==> src/rtl/sync_shift_port.sv <==
module sync_shift_port #(
  parameter int DIV_W  = 15,
  parameter int BITS_N = 8
) (
  input  logic             clk,
  input  logic             rst_n,
  input  logic [DIV_W:0]   baud,
  input  logic             ext_tick,
  input  logic             tx_wr,
  input  logic [BITS_N-1:0] tx_byte,
  input  logic             rx_en,
  input  logic             tx_done_clr,
  input  logic             rx_done_clr,
  output logic             sclk,
  output logic             sd_out,
  output logic             sd_oe,
  input  logic             sd_in,
  output logic [BITS_N-1:0] rx_byte,
  output logic             tx_done,
  output logic             rx_done
);
  localparam int CW = DIV_W + 2;
  localparam int BW = $clog2(BITS_N);
  localparam logic [BW-1:0] LAST = BW'(BITS_N - 1);

  logic              busy, is_tx, phase_hi;
  logic [CW-1:0]     cnt;
  logic [BW-1:0]     bitn;
  logic [BITS_N-1:0] tsr, rsr;

  wire [DIV_W-1:0] div    = baud[DIV_W-1:0];
  wire [CW-1:0]    hi_len = (div <= DIV_W'(1)) ? CW'(2)
                          : (({2'b00, div}) - CW'(1)) << 2;
  wire tick     = baud[DIV_W] ? 1'b1 : ext_tick;
  wire start_tx = tx_wr && !busy;
  wire start_rx = !busy && !tx_wr && rx_en && !rx_done;

  always_ff @(posedge clk) begin
    if (!rst_n) begin
      busy <= 1'b0; is_tx <= 1'b0; phase_hi <= 1'b0;
      cnt <= '0; bitn <= '0; tsr <= '0; rsr <= '0;
      sclk <= 1'b1; sd_oe <= 1'b0; sd_out <= 1'b0;
      rx_byte <= '0; tx_done <= 1'b0; rx_done <= 1'b0;
    end else begin
      if (tx_done_clr) tx_done <= 1'b0;
      if (rx_done_clr) rx_done <= 1'b0;
      if (start_tx || start_rx) begin
        busy <= 1'b1; is_tx <= start_tx; phase_hi <= 1'b0;
        cnt <= '0; bitn <= '0; sclk <= 1'b0;
        if (start_tx) begin
          sd_oe  <= 1'b1;
          sd_out <= tx_byte[0];
          tsr    <= tx_byte >> 1;
        end
      end else if (busy && tick) begin
        if (!phase_hi) begin
          if (cnt == CW'(1)) begin
            phase_hi <= 1'b1; sclk <= 1'b1; cnt <= '0;
            if (!is_tx) rsr <= {sd_in, rsr[BITS_N-1:1]};
          end else cnt <= cnt + CW'(1);
        end else begin
          if (cnt == CW'(1) && is_tx) begin
            if (bitn == LAST) sd_oe <= 1'b0;
            else begin
              sd_out <= tsr[0];
              tsr    <= tsr >> 1;
            end
          end
          if (cnt == hi_len - CW'(1)) begin
            if (bitn == LAST) begin
              busy <= 1'b0;
              if (is_tx) tx_done <= 1'b1;
              else begin
                rx_done <= 1'b1;
                rx_byte <= rsr;
              end
            end else begin
              phase_hi <= 1'b0; sclk <= 1'b0; cnt <= '0;
              bitn <= bitn + BW'(1);
            end
          end else cnt <= cnt + CW'(1);
        end
      end
    end
  end


  idle_high_chk: assert property (@(posedge clk) disable iff (!rst_n)
    !busy |-> sclk);


  low_two_chk: assert property (@(posedge clk) disable iff (!rst_n)
    (baud[DIV_W] && $rose(sclk)) |-> !$past(sclk, 2));


  oe_release_chk: assert property (@(posedge clk) disable iff (!rst_n)
    $fell(sd_oe) |-> sclk);


  tx_done_chk: assert property (@(posedge clk) disable iff (!rst_n)
    $rose(tx_done) |-> (!sd_oe && sclk));


  rx_hold_chk: assert property (@(posedge clk) disable iff (!rst_n)
    !$stable(rx_byte) |-> $rose(rx_done));


  rx_no_drive_chk: assert property (@(posedge clk) disable iff (!rst_n)
    $rose(rx_done) |-> !sd_oe);
endmodule

==> config.mk <==
export PLATFORM = sky130hd
export DESIGN_NAME = sync_shift_port
export DESIGN_NICKNAME = d
export VERILOG_FILES = /design/src/rtl/sync_shift_port.sv
export SDC_FILE = /design/constraint.sdc
export NUM_CORES = 1
export LEC_CHECK = 0
export ABC_AREA = 0
export ABC_CLOCK_PERIOD_IN_PS = 5900
export BUFFER_PORTS_ARGS = -buffer_cell sky130_fd_sc_hd__buf_2
export CAP_MARGIN = 20
export CORE_UTILIZATION = 53
export CTS_CLUSTER_SIZE = 24
export DETAILED_ROUTE_END_ITERATION = 8
export PLACE_DENSITY_LB_ADDON = 0.3
export SLEW_MARGIN = 20
export SYNTH_ARGS = -nofsm -noshare
export SYNTH_HDL_FRONTEND = slang
export SYNTH_SLANG_ARGS = --single-unit
==> constraint.sdc <==
create_clock -name clk -period 5.9 [get_ports clk]
set_clock_uncertainty 0.05 [all_clocks]
set_input_delay 0.885 -clock clk [delete_from_list [all_inputs] [get_ports clk]]
set_output_delay 0.885 -clock clk [all_outputs]
set_load 0.1 [all_outputs]
==> flow_summary.toml <==
[clock_network]
htree_num_levels = 2
clockBufferDepth = 2
ctsHoldBuffers = 0
cts-root-buf = "clkbuf_8"
path_clk_slew_ns = 0.10
post_cts_resized = 0
clock_sink_count = 51
clkLatencyLatePin_ns = 0.31
cts_inserted_buffers = 5
cts_tree = "built"
post_cts_buffers = 0

[finish]
n_antenna_cell = 0
area_growth_pct = 7.78
area.sequential_mm2 = 0.00102
nFillCells = 644
nNetsFinal = 533
final_util_pct = 59.0
multi_input_area_mm2 = 0.00243
layout-drive-gt1-share_pct = 15.3
stdcell_area_mm2 = 0.00399

[floorplanning]
ios = 45
start_util_pct = 54.7
core-area_mm2 = 0.00676
dieHeight_um = 85.5
die_w_um = 85.5
placementRows = 30
die_area_mm2 = 0.00731

[sta]
post-route-period-util_pct = 80.9
rsz0062_at_grt = "false"
finalWorstSetupSlack_ns = 1.13
timing_hold_violations_final = 0
relSlewSlack_pct = 33.2
tightest_slew_ns = 1.00
timing.fmax_ghz = 0.210
tns_ns = 0
slew_viol_final = 0
fin_crit_ns = 4.77
setup_viol = 0

[synth]
synth_simple_gate_area_share_pct = 30.9
synth.ff_latch_count = 51
netlist-cell-type-count = 74
yosysTopAreaCell = "dfxtp_1"
synth_commonest_cells = "dfxtp_1 (51), nor2_1 (51), nand2_1 (49)"
ys.flop_type = "dfxtp_1"
synth_edf_count = 0
synthAdderAreaFrac_pct = 2.30
async_flop_share_pct = 0
syn_nets = 509
synth_mux_area_share_pct = 5.69
synth_cells = 471
synth_top_cell_area_share_pct = 27.6
avgSynthCellArea_um2 = 7.85
synthXorXnorAreaFrac_pct = 4.87
synth_compound_area_share_pct = 22.1
yosys_warnings = 0
syn-cell-area_mm2 = 0.00370
synth_top_family_by_area = "simple AND/OR/NAND/NOR gates"
ys_seq_area_share_pct = 27.6
synth_area_leaders = "dfxtp_1 (28%), mux2i_1 (5.7%), nor2_1 (5.2%)"

[placed_design]
dp.final_hpwl_um = 6570
pre_cts_ws_ns = 0.861
portBuffers = 44
place_congestion = 0.945
placed_cell_area_mm2 = 0.00389

[route]
drt_wl_total_um = 8930
via_per_inst = 6.30
drt-initial-drc-count = 231
drc = 0
wl_per_cell_um = 15.5
ant_nets = 0
vias = 3627
detail_route.first_pass.iterations = 7

[grt]
grt_usage_pct = 24.1
grt_pass1_wl_um = 14400
antenna_found_initial = 0
grt_max_degree = 30
overflow = 0
grt_pass1_vias = 3093

[setup_path]
cp.required_ns = 6.04
cp_data_arrival_time_ns = 4.91
cp_max_fo = 15
startpoint = "baud[0]"
reg2reg_from = "cnt[9]$_SDFFE_PP0P_"
cp-end-kind = "flop"
critPathKind = "in -> reg"
crit_path_start_kind = "primary input"

[pwr]
ir_worst_vdd_mv = 0.143
finalPower_uw = 709
p_leak_nw = 1.31
power_density_mw_per_mm2 = 178

[worst_hold_path]
worstHoldStart = "tx_done$_SDFF_PN0_"
hold_path_class = "reg -> reg"

[job]
maxCapViolations = 0

[status]
run_status = "finished clean"
worst paths after layout:
path | slack, ns | depth (start not counted) | endpoint
max | 1.13 | 13 | cnt[16]$_SDFFE_PP0P_
max reg2reg | 2.83 | 9 | cnt[16]$_SDFFE_PP0P_
min | 0.43 | 2 | tx_done$_SDFF_PN0_
min reg2reg | 0.43 | 2 | tx_done$_SDFF_PN0_
routing by layer:
layer | up-vias | GRT usage (%) | wire length [µm] | share of wire, %
met1 | 1698 | 31.5 | 4190 | 47
met5 | - | 0 | 0 | 0
li1 | 1805 | - | - | -
met4 | 0 | 6.36 | 133 | 1.5
met3 | 13 | 3.56 | 428 | 4.8
met2 | 111 | 41.7 | 4180 | 47
logic make-up (layout without fill, tap and decap cells):
group,after synthesis,in the layout
flip-flops,51,51
AO/OA/AOI/OAI,110,110
XOR/XNOR,19,19
adder cells (fa/ha/maj),7,7
multiplexers,21,21
AND/OR/NAND/NOR,210,210
buffers and inverters,53,78
flip-flops by register name, summed over array words and instances, names as in the netlist:
| signal | count |
|---|---|
| cnt | 17 |
| rsr | 8 |
| rx_byte | 8 |
| tsr | 7 |
| bitn | 3 |
| busy | 1 |
| is_tx | 1 |
| phase_hi | 1 |
| rx_done | 1 |
| sclk | 1 |
| sd_oe | 1 |
| sd_out | 1 |
| tx_done | 1 |
through the flow:
step                      cells  hold slack, ns
after detailed placement    568           0.416
after global placement      568           0.404
after global routing        576           0.446
after CTS                   576           0.433
final                       576           0.429
after floorplan             471           0.401
power breakdown:
part           switching (mW)  internal (mW)  total [mW]
Sequential            0.00880          0.353       0.362
Clock                   0.128         0.0873       0.215
Combinational          0.0874         0.0443       0.132
critical path, cell delays in order:
cell and delay, ns:
buf_2 0.17, inv_1 0.06, ha_1 0.33, xor2_1 0.22, or4_1 0.60, or3_1 0.43, nor3_2 0.19, nand3_1 0.18
o311ai_0 0.51, o2111ai_2 0.36, o21bai_2 0.57, or2_1 0.28, o311ai_1 0.12
cell type report:
class / count / share of cell area, %
Tap cell: 80 / 2.51
Timing Repair Buffer: 48 / 6.28
Multi-Input combinational cell: 367 / 61.1
Inverter: 22 / 2.07
Sequential cell: 51 / 25.6
Clock inverter: 3 / 0.691
Clock buffer: 5 / 1.73
layout by cell type, fill, tap and decap left out, drive strengths merged, types with 4 or more instances in the layout:
| cell | count |
|---|---|
| nand2b | 5 |
| ha | 6 |
| or2 | 6 |
| a31oi | 7 |
| or4 | 9 |
| nand4b | 4 |
| a211oi | 5 |
| o21ai | 21 |
| dfxtp | 51 |
| or3 | 7 |
| inv | 23 |
| nor3 | 19 |
| nor2 | 51 |
| nand2 | 49 |
| a311oi | 7 |
| a21oi | 14 |
| xor2 | 7 |
| nor4 | 15 |
| nand3 | 13 |
| a211o | 5 |
| buf | 48 |
| nand4 | 14 |
| mux2i | 21 |
| o2111ai | 5 |
| clkbuf | 5 |
| o211ai | 16 |
| xnor2 | 11 |
Power figures use the tool's default switching activity.
